$ cat config.mk
export PLATFORM = sky130hd
export DESIGN_NAME = icap_unit
export DESIGN_NICKNAME = d
export VERILOG_FILES = /design/src/rtl/icap_pkg.sv /design/src/rtl/icap_edge.sv /design/src/rtl/icap_lock_fsm.sv /design/src/rtl/icap_flag_fsm.sv /design/src/rtl/icap_unit.sv
export SDC_FILE = /design/constraint.sdc
export NUM_CORES = 1
export LEC_CHECK = 0
export ABC_CLOCK_PERIOD_IN_PS = 2700
export BUFFER_PORTS_ARGS = -buffer_cell sky130_fd_sc_hd__buf_2
export CAP_MARGIN = 10
export CORE_MARGIN = 4
export CORE_UTILIZATION = 42
export CTS_CLUSTER_DIAMETER = 60
export DETAILED_ROUTE_END_ITERATION = 7
export GPL_ROUTABILITY_DRIVEN = 0
export PLACE_DENSITY = 0.85
export SYNTH_ARGS = -nofsm -noshare
export SYNTH_HDL_FRONTEND = slang
export SYNTH_SLANG_ARGS = --single-unit
$ cat constraint.sdc
create_clock -name clk -period 2.7 [get_ports clk]
set_input_delay 0.135 -clock clk [delete_from_list [all_inputs] [get_ports clk]]
set_output_delay 0.135 -clock clk [all_outputs]
set_load 0.01 [all_outputs]
$ cat src/rtl/icap_pkg.sv
package icap_pkg;
    localparam int BYTE_W = 8;
    localparam int ADDR_W = 8;
    localparam logic [ADDR_W-1:0] ADDR_CAP_HI = 8'h14;
    localparam logic [ADDR_W-1:0] ADDR_CAP_LO = 8'h15;

    typedef enum logic {
        LK_OPEN,
        LK_HELD
    } lock_state_t;

    typedef enum logic [1:0] {
        FL_CLEAR,
        FL_PENDING,
        FL_ARMED
    } flag_state_t;
endpackage

$ cat src/rtl/icap_edge.sv
module icap_edge #(
    parameter int SYNC_STAGES = 2
) (
    input  logic clk,
    input  logic rst_n,
    input  logic pin,
    input  logic rising,
    output logic edge_hit
);
    logic [SYNC_STAGES-1:0] chain;
    logic                   prev;
    logic                   cur;

    generate
        if (SYNC_STAGES == 1) begin : g_single
            always_ff @(posedge clk) begin
                if (!rst_n) chain <= '0;
                else        chain <= pin;
            end
        end else begin : g_multi
            always_ff @(posedge clk) begin
                if (!rst_n) chain <= '0;
                else        chain <= {chain[SYNC_STAGES-2:0], pin};
            end
        end
    endgenerate

    assign cur = chain[SYNC_STAGES-1];

    always_ff @(posedge clk) begin
        if (!rst_n) prev <= 1'b0;
        else        prev <= cur;
    end

    always_comb begin
        if (rising) edge_hit = cur & ~prev;
        else        edge_hit = ~cur & prev;
    end

    assert_edge_is_change_R2: assert property (@(posedge clk) disable iff (!rst_n)
        edge_hit |=> (prev != $past(prev)));
endmodule

$ cat src/rtl/icap_lock_fsm.sv
module icap_lock_fsm
    import icap_pkg::*;
(
    input  logic clk,
    input  logic rst_n,
    input  logic hi_rd,
    input  logic lo_rd,
    output logic held
);
    lock_state_t state_q, state_d;

    always_ff @(posedge clk) begin
        if (!rst_n) state_q <= LK_OPEN;
        else        state_q <= state_d;
    end

    always_comb begin
        state_d = state_q;
        unique case (state_q)
            LK_OPEN: if (hi_rd) state_d = LK_HELD;
            LK_HELD: if (lo_rd) state_d = LK_OPEN;
            default: state_d = LK_OPEN;
        endcase
    end

    always_comb begin
        held = (state_q == LK_HELD);
    end

    assert_lock_on_high_R3: assert property (@(posedge clk) disable iff (!rst_n)
        (hi_rd && !lo_rd) |=> held);
    assert_unlock_on_low_R4: assert property (@(posedge clk) disable iff (!rst_n)
        lo_rd |=> !held);
endmodule

$ cat src/rtl/icap_flag_fsm.sv
module icap_flag_fsm
    import icap_pkg::*;
(
    input  logic clk,
    input  logic rst_n,
    input  logic cap_fire,
    input  logic stat_rd,
    input  logic lo_rd,
    output logic flag
);
    flag_state_t state_q, state_d;

    always_ff @(posedge clk) begin
        if (!rst_n) state_q <= FL_CLEAR;
        else        state_q <= state_d;
    end

    always_comb begin
        state_d = state_q;
        unique case (state_q)
            FL_CLEAR: begin
                if (cap_fire) state_d = FL_PENDING;
            end
            FL_PENDING: begin
                if (cap_fire)     state_d = FL_PENDING;
                else if (stat_rd) state_d = FL_ARMED;
            end
            FL_ARMED: begin
                if (cap_fire)   state_d = FL_PENDING;
                else if (lo_rd) state_d = FL_CLEAR;
            end
            default: state_d = FL_CLEAR;
        endcase
    end

    always_comb begin
        flag = (state_q != FL_CLEAR);
    end

    assert_set_on_capture_R5: assert property (@(posedge clk) disable iff (!rst_n)
        cap_fire |=> flag);
    assert_no_clear_unarmed_R7: assert property (@(posedge clk) disable iff (!rst_n)
        (state_q == FL_PENDING && lo_rd) |=> flag);
    assert_capture_beats_clear_R8: assert property (@(posedge clk) disable iff (!rst_n)
        (state_q == FL_ARMED && lo_rd && cap_fire) |=> (state_q == FL_PENDING));
endmodule

$ cat src/rtl/icap_unit.sv
module icap_unit
    import icap_pkg::*;
#(
    parameter int                 SYNC_STAGES = 2,
    parameter logic [ADDR_W-1:0]  HI_ADDR     = ADDR_CAP_HI,
    parameter logic [ADDR_W-1:0]  LO_ADDR     = ADDR_CAP_LO
) (
    input  logic              clk,
    input  logic              rst_n,
    input  logic [ADDR_W-1:0] cpu_addr,
    input  logic              cpu_rd,
    input  logic              cpu_wr,
    input  logic [BYTE_W-1:0] cpu_wdata,
    output logic [BYTE_W-1:0] cpu_rdata,
    input  logic              stat_rd,
    input  logic              edge_rising,
    input  logic [2*BYTE_W-1:0] cnt_val,
    input  logic              cap_pin,
    input  logic              irq_en,
    output logic              cap_flag,
    output logic              irq
);
    localparam int CNT_W = 2 * BYTE_W;

    logic              edge_hit;
    logic              held;
    logic              hi_rd;
    logic              lo_rd;
    logic              cap_fire;
    logic [BYTE_W-1:0] cap_hi;
    logic [BYTE_W-1:0] cap_lo;
    logic              unused_wr_bus;

    assign hi_rd    = cpu_rd && (cpu_addr == HI_ADDR);
    assign lo_rd    = cpu_rd && (cpu_addr == LO_ADDR);
    assign cap_fire = edge_hit && !held;
    assign unused_wr_bus = ^{cpu_wr, cpu_wdata};

    icap_edge #(.SYNC_STAGES(SYNC_STAGES)) u_edge (
        .clk      (clk),
        .rst_n    (rst_n),
        .pin      (cap_pin),
        .rising   (edge_rising),
        .edge_hit (edge_hit)
    );

    icap_lock_fsm u_lock (
        .clk   (clk),
        .rst_n (rst_n),
        .hi_rd (hi_rd),
        .lo_rd (lo_rd),
        .held  (held)
    );

    icap_flag_fsm u_flag (
        .clk      (clk),
        .rst_n    (rst_n),
        .cap_fire (cap_fire),
        .stat_rd  (stat_rd),
        .lo_rd    (lo_rd),
        .flag     (cap_flag)
    );

    // Snapshot bytes deliberately carry no reset.
    always_ff @(posedge clk) begin
        if (cap_fire) begin
            cap_hi <= cnt_val[CNT_W-1:BYTE_W];
            cap_lo <= cnt_val[BYTE_W-1:0];
        end
    end

    always_comb begin
        if (cpu_addr == HI_ADDR)      cpu_rdata = cap_hi;
        else if (cpu_addr == LO_ADDR) cpu_rdata = cap_lo;
        else                          cpu_rdata = '0;
    end

    assign irq = cap_flag & irq_en;

    assert_capture_value_R1: assert property (@(posedge clk) disable iff (!rst_n)
        cap_fire |=> ({cap_hi, cap_lo} == $past(cnt_val)));
    assert_hold_while_locked_R3: assert property (@(posedge clk) disable iff (!rst_n)
        held |=> $stable({cap_hi, cap_lo}));
    assert_write_no_effect_R9: assert property (@(posedge clk) disable iff (!rst_n)
        (cpu_wr && !edge_hit) |=> $stable({cap_hi, cap_lo}));
endmodule

# Word-level counts from Yosys, hierarchy flattened
# Cells that the tools add are included.
# Widths: inputs -> output; s select.
dict set report classes {
  eq_ne 7
  mux 12
  n_bitwise 6
  reduce_logical 7
}
# op n
set op_table {}
lappend op_table {{$eq 8x5->1 const B} 2}
lappend op_table {{$mux 8} 2}
lappend op_table {{$mux 2} 5}
lappend op_table {{$ne 3x3->1 const B} 2}
lappend op_table {{$pmux 2 s3} 1}
lappend op_table {{$and 1x1->1} 3}
lappend op_table {{$logic_and 1x1->1} 3}
lappend op_table {{$mux 1} 3}
lappend op_table {{$not 1->1} 3}
lappend op_table {{$reduce_and 3->1} 1}
lappend op_table {{$eq 2x1->1 const B} 1}
lappend op_table {{$eq 2x2->1 const B} 1}
lappend op_table {{$logic_not 2->1} 1}
lappend op_table {{$ne 2x2->1 const B} 1}
lappend op_table {{$pmux 1 s2} 1}
lappend op_table {{$reduce_bool 2->1} 1}
lappend op_table {{$logic_not 1->1} 1}
dict set report totals {
  reg_bits 22
  input_bits 40
}

# Logic depth before layout (Yosys ltp)
# Gate-level depths: netlist (run 1).
dict set report depth {
  word_depth 6
  mapped_depth 4
  depth_no_buf 3
}

# By module
# A second synthesis (run 1) with hierarchy kept.
dict set report unflattened {
  hier_cells 66
  hier_area_um2 982.2
}
# mod n_inst cells_per_inst area_each_um2
set by_module_without_submodules {}
lappend by_module_without_submodules {icap_unit 1 43 734.5}
lappend by_module_without_submodules {icap_edge 1 9 102.6}
lappend by_module_without_submodules {icap_flag_fsm 1 10 93.8}
lappend by_module_without_submodules {icap_lock_fsm 1 4 51.3}

# Worst setup path after synthesis (run 1)
# Ideal clock, no wire load.
dict set report synth_timing {
  path_kind {reg-to-reg}
  startpoint {register u_edge.chain[1]}
  endpoint {register cap_hi[0], enable pin}
  setup_ns 0.398
  arrival_ns 1.675
  required_time_ns 2.302
  slack_ns 0.627
  path_stages_with_launch 3
  path_buffers 0
  synth_period_minus_slack_ns 2.073
  path_cell_list {dfxtp_1 > or3b_2 > a21oi_1}
}
dict set report synth_via {
  elab_chain_len 4
  word_cells_on_any_way 5
  cone_classes {1 x mux; 3 x bitwise; 1 x reduce/logical}
}
# element line_no
set synth_rtl {}
lappend synth_rtl {{from (decl)} icap_edge.sv:10} ;# logic [SYNC_STAGES-1:0] chain;
lappend synth_rtl {{from (signal assigned)} icap_edge.sv:23} ;# else chain <= {chain[SYNC_STAGES-2:0], pin};
lappend synth_rtl {{$not 1->1} icap_edge.sv:37} ;# else edge_hit = ~cur & prev;
lappend synth_rtl {{$and 1x1->1} icap_edge.sv:37}
lappend synth_rtl {{$mux 1 (*)} icap_edge.sv:36} ;# if (rising) edge_hit = cur & ~prev;
lappend synth_rtl {{$logic_and 1x1->1 (*)} icap_unit.sv:36} ;# assign cap_fire = edge_hit && !held;
lappend synth_rtl {{via cap_fire} icap_unit.sv:29} ;# logic cap_fire;
lappend synth_rtl {{to (signal assigned)} icap_unit.sv:67} ;# cap_hi <= cnt_val[CNT_W-1:BYTE_W];
lappend synth_rtl {{to (decl)} icap_unit.sv:30} ;# logic [BYTE_W-1:0] cap_hi;
# Mark *: on every way through the listed nets, which the timed path passes. The rest lies on a longest branch.
# A chain may end at the register's enable or synchronous reset.

# Worst setup path in the final report (run 1)
dict set report layout_timing {
  startpoint {input cpu_addr[5]}
  endpoint {output cpu_rdata[2]}
}
dict set report layout_via {
  elab_chain_len 3
  word_cells_on_any_way 4
  cone_classes {2 x eq/ne; 2 x mux}
}
# element line_no
set layout_rtl {}
lappend layout_rtl {{from (decl)} icap_unit.sv:10} ;# input logic [ADDR_W-1:0] cpu_addr,
lappend layout_rtl {{$eq 8x5->1} icap_unit.sv:74} ;# else if (cpu_addr == LO_ADDR) cpu_rdata = cap_lo;
lappend layout_rtl {{$mux 8} icap_unit.sv:74}
lappend layout_rtl {{$mux 8 (*)} icap_unit.sv:73} ;# if (cpu_addr == HI_ADDR) cpu_rdata = cap_hi;
lappend layout_rtl {{to (decl)} icap_unit.sv:14} ;# output logic [BYTE_W-1:0] cpu_rdata,
# Every way passes the cells marked *; elsewhere a longest branch is shown, timed or not.

==> impl_metrics.json, run 1 <==
{
  "status": "complete, no violations",
  "r2r_slack_ps": 1200,
  "grt_pass1_vias": 667,
  "ys_types": 21,
  "tritoncts": "done",
  "yosys.area.top_type": "edfxtp_1",
  "synth_top_area_share_pct": 53.3,
  "ys_ff_latch": 22,
  "power_frac_comb_pct": 10.5,
  "grt_max_degree": 19,
  "num_vias": 667,
  "firstDrtPassIters": 3,
  "fmax_ghz": 0.521,
  "reg2regPathDepth": 3,
  "antenna_found_initial": 0,
  "p_switching_mw": 0.114,
  "min_path_cells": 1,
  "clock_power_share_pct": 24.6,
  "dp_slack_ps": 765,
  "final.period_utilization_pct": 71.1,
  "grt_usage_pct": 12.2,
  "criticalPathCategory": "input port to primary output",
  "io_pins": 50,
  "clk_latency_ps": 290,
  "wl_mm": 1.77,
  "maxSlewViolCount": 0,
  "r2r-end": "cap_lo[7]",
  "required_ps": 2570,
  "syn_area_um2": 902,
  "start_util_pct": 45.1,
  "cp.arrival_ps": 1780,
  "cp-end-kind": "primary output",
  "final_cell_mix": "40 x buf_2, 16 x edfxtp_1, 12 x dlygate4sd3_1",
  "setup_violations": 0,
  "fin_ws_ps": 780,
  "die_h_um": 54.3,
  "drt_iter0_drc": 2,
  "syn2layout_area_growth_pct": 41.3,
  "pwr-share-seq_pct": 65.0,
  "postSynthCellCount": 62,
  "row_count": 16,
  "cts.root.buffer_cell": "clkbuf_4",
  "grt_overflow": 0,
  "cts_setup_buffers": 0,
  "htreeDepth": 1,
  "drc": 0,
  "yosysWarnings": 0,
  "start_kind": "input port",
  "dpl.hpwl_mm": 1.24,
  "worstPathMaxFanout": 8,
  "tns_ps": 0,
  "core_um2": 2000,
  "clock-sinks": 22,
  "synth.avg_cell_area_um2": 14.6,
  "vdd_ir_drop_max_mv": 0.308,
  "drive_above_1_share_pct": 46.2,
  "tightestPinTransition_ps": 422,
  "hold_path_class": "input port to flip-flop",
  "finalHoldViolCount": 0,
  "switching_share_pct": 19.7,
  "relSlewSlack_pct": 71.8,
  "vias_per_cell": 4.63,
  "wl_per_cell_um": 12.3,
  "io_buffers": 40,
  "post_cts_resized": 0,
  "cts_buffer_depth": 2,
  "r2r_start": "u_edge.chain[1]",
  "synth_nets": 102,
  "nFillCells": 165,
  "ys_seq_area_share_pct": 66.6,
  "synth_area_leaders": "edfxtp_1 53%, dfxtp_1 13%, mux2i_1 10%",
  "fin_skew_ps": 9.84,
  "numCtsBuffers": 3,
  "final_core_util_pct": 63.7,
  "cts_hold_buf": 11,
  "power_density_nw_per_um2": 453,
  "p_leak_nw": 0.560,
  "grt_pass1_wl_mm": 2.59,
  "layout.nets": 158,
  "fin_crit_ps": 1920,
  "rsz0062_at_grt": "false",
  "holdCritStartpoint": "cnt_val[7]",
  "hold_end": "cap_lo[7]",
  "die_x_um": 54.3,
  "cts.clk_slew.worst_paths_ps": 100,
  "die-area_um2": 2950,
  "cap_violations": 0,
  "ant_nets": 0,
  "final_common_cell": "buf_2",
  "antenna_cells": 0,
  "internal-power_mw": 0.463
}
==> Yosys cell counts, drive strengths merged <==
library cell and number:
nor2b 2, or4b 2, a311oi 1, buf 2
a21oi 1, mux2i 9, or3b 1, nand3b 1
dfxtp 6, nand2b 1, nor2 9, and3b 1
or4bb 1, nand2 2, edfxtp 16, o21ai 1
or2 1, o211a 1, and2 4
==> worst max-delay path, stage by stage <==
cell and delay, ps:
buf_2 100, or4b_1 530, or4b_1 710, nor2_2 170, buf_2 130
==> power by group through the flow <==
stage          Combinational [mW]  Sequential, mW  Clock, mW
6_report                   0.0604           0.375      0.142
5_1_grt                    0.0660           0.376      0.159
4_1_cts                    0.0592           0.375      0.148
3_5_place_dp               0.0464           0.383          0
3_3_place_gp               0.0447           0.382          0
2_1_floorplan              0.0203           0.382          0
==> stage by stage <==
stage               total power [mW]  instance area [um^2]  instances  hold slack [ps]
floorplan                      0.403                   902         62              234
global placement               0.427                  1130        128              312
detailed placement             0.429                  1130        128              313
CTS                            0.583                  1260        143             1.32
global route                   0.602                  1270        144            0.680
finish                         0.578                  1270        144             15.6
==> state kept, by name, summed over array words and instances (netlist names) <==
signal	flops
u_edge.prev	1
u_flag.state_q	2
u_edge.chain	2
cap_hi	8
cap_lo	8
u_lock.held	1
==> worst max-delay path by stage <==
stage          slack, ps  cells past startpoint           end       startpoint
3_5_place_dp         770                      5  cpu_rdata[7]      cpu_addr[5]
4_1_cts              760                      5  cpu_rdata[4]      cpu_addr[5]
3_3_place_gp         790                      5  cpu_rdata[7]      cpu_addr[5]
2_1_floorplan        630                      2     cap_hi[0]  u_edge.chain[1]
5_1_grt              730                      5  cpu_rdata[2]      cpu_addr[5]
6_report             780                      5  cpu_rdata[2]      cpu_addr[5]
==> cells by family after synthesis <==
family	count (synthesis)	synth area share, %
and+or+nand+nor	25	18.6
DFF	22	66.6
muxes	9	9.99
AOI/OAI and AO/OA	4	3.19
buffers and inverters	2	1.66
==> routing by layer <==
layer / vias to the layer above / global-route usage [%] / part of all wire (%)
li1: 335 / - / -
met1: 306 / 11.5 / 38
met2: 24 / 25.1 / 53
met3: 2 / 1.91 / 7.4
met4: 0 / 4.98 / 1.1
met5: - / 0 / 0
==> layout make-up <==
type                            count  area, um^2  share of cell area [%]
Clock buffer                        3        22.5                    1.77
Clock inverter                      1        3.75                   0.294
Multi-Input combinational cell     38         287                    22.5
Sequential cell                    22         601                    47.1
Tap cell                           27        33.8                    2.65
Timing Repair Buffer               53         328                    25.7
(Power assumes the default switching activity.)
==> run 2: changes to the inputs <==
- ABC_CLOCK_PERIOD_IN_PS: 2700 -> 2000
- clock period: 2.7 -> 2 ns (I/O delays scaled with it)
==> run 2 against run 1 <==
  * Core utilization up 3.1 points
  * Die area unchanged
  * Critical path depth unchanged
  * Non-clock buffer count up 6
  * Via count up 3.1%
  * Combinational power up 52%
  * Highest routed layer unchanged
==> impl_metrics.json, run 2 (synthesized netlist as in run 1, its figures left out) <==
{
  "status": "complete, no violations",
  "p_switching_mw": 0.164,
  "internal-power_mw": 0.639,
  "cpPeakStageDelay_ps": 720,
  "fin_area_um2": 1340,
  "die_x_um": 54.3,
  "cp.arrival_ps": 1800,
  "core_um2": 2000,
  "drt_iter0_drc": 1,
  "row_count": 16,
  "grt_overflow": 0,
  "pwr-share-seq_pct": 63.1,
  "antenna_cells": 0,
  "placed_area_um2": 1140,
  "tightestPinTransition_ps": 439,
  "firstDrtPassIters": 3,
  "critPathBufInv": 2,
  "hold_ws_ps": 67.5,
  "relSlewSlack_pct": 70.7,
  "ant_nets": 0,
  "fmax_ghz": 0.527,
  "tritoncts": "done",
  "post_cts_resized": 0,
  "final.period_utilization_pct": 94.8,
  "cts.clk_slew.worst_paths_ps": 110,
  "htreeDepth": 1,
  "num_vias": 688,
  "tns_ps": 0,
  "vias_per_cell": 4.59,
  "drc": 0,
  "start_kind": "input port",
  "grt_pass1_wl_mm": 2.83,
  "final_core_util_pct": 66.8,
  "io_pins": 50,
  "rsz0062_at_grt": "false",
  "clock_power_share_pct": 25.4,
  "io_buffers": 40,
  "required_ps": 1900,
  "power_mw": 0.803,
  "die_h_um": 54.3,
  "wl_mm": 1.98,
  "layout.nets": 164,
  "die-area_um2": 2950,
  "cts.root.buffer_cell": "clkbuf_4",
  "clock-sinks": 22,
  "fin_crit_ps": 1900,
  "grt_max_degree": 13,
  "final_cell_mix": "40 x buf_2, 17 x dlygate4sd3_1, 16 x edfxtp_1",
  "wl_per_cell_um": 13.2,
  "finalHoldViolCount": 0,
  "cts_buffer_depth": 2,
  "nFillCells": 170,
  "drive_above_1_share_pct": 45.5,
  "clk_latency_ps": 300,
  "start_util_pct": 45.1,
  "power_density_nw_per_um2": 601,
  "fin_skew_ps": 3.16,
  "p_leak_nw": 0.586,
  "cap_violations": 0,
  "setup_violations": 0,
  "power_frac_comb_pct": 11.5,
  "switching_share_pct": 20.4,
  "vdd_ir_drop_max_mv": 0.445,
  "cp-end-kind": "primary output",
  "worstPathCellList": "buf_2, or4b_1, or4b_1, nor2_2, buf_2",
  "final_common_cell": "buf_2",
  "syn2layout_area_growth_pct": 48.1,
  "hold_path_class": "input port to flip-flop",
  "reg_top3": "cap_hi x8, cap_lo x8",
  "r2r_slack_ps": 520,
  "grt_usage_pct": 14.2,
  "criticalPathCategory": "input port to primary output",
  "maxSlewViolCount": 0,
  "critPathTopFamily": "simple AND/OR/NAND/NOR gates",
  "numCtsBuffers": 3,
  "grt_pass1_vias": 678,
  "worstPathMaxFanout": 8,
  "antenna_found_initial": 0,
  "slowest_stage": "or4b_1",
  "dpl.hpwl_mm": 1.36
}
[run 2: cell types whose count changed in the layout (fill, tap and decap cells not counted)]
cell	change
dlygate4sd3_1	+5
a21oi_1	-1
a21oi_2	+1
buf_4	+1
clkbuf_1	+1
clkinv_1	-1
[run 2: final cells by class]
class	count	area, um^2	share of cell area, %
well taps	27	33.8	2.53
multi-input cells	38	290	21.7
flip-flops and latches	22	601	44.9
repair buffers	59	385	28.8
clock buffers	4	26.3	1.97
[run 2: final timing paths]
kind,startpoint,end,depth (start not counted)
worst max-delay path,cpu_addr[5],cpu_rdata[1],5
worst min-delay path,rst_n,u_flag.state_q[0],2
worst max register to register,u_edge.chain[1],cap_hi[3],3
worst min register to register,u_edge.chain[0],u_edge.chain[1],1
[run 2: metrics by stage]
step | setup WS (ps) | instances
after floorplan | 295 | 62
after global placement | 166 | 129
after detailed placement | 113 | 129
after CTS | 111 | 150
final | 104 | 150
after global routing | 46.1 | 150
[run 2: what timing repair did]
item                      4_1_cts  5_1_grt
buffers inserted                0        0
hold buffers                   17        0
hold endpoints to repair       17        0
[run 2: metal layers]
layer | up-vias | GRT usage (%) | wire length, um
met5 | - | 0 | 0
met3 | 4 | 1.63 | 99
met4 | 0 | 11.2 | 48
met2 | 21 | 26.3 | 1110
met1 | 313 | 14.0 | 729
li1 | 350 | - | -
[run 2: power groups by stage]
stage	clock [mW]	sequential [mW]	combinational, mW
4_1_cts	0.213	0.506	0.0920
6_report	0.204	0.506	0.0921
3_3_place_gp	0	0.516	0.0616
3_5_place_dp	0	0.517	0.0659
5_1_grt	0.235	0.508	0.0999
2_1_floorplan	0	0.516	0.0278
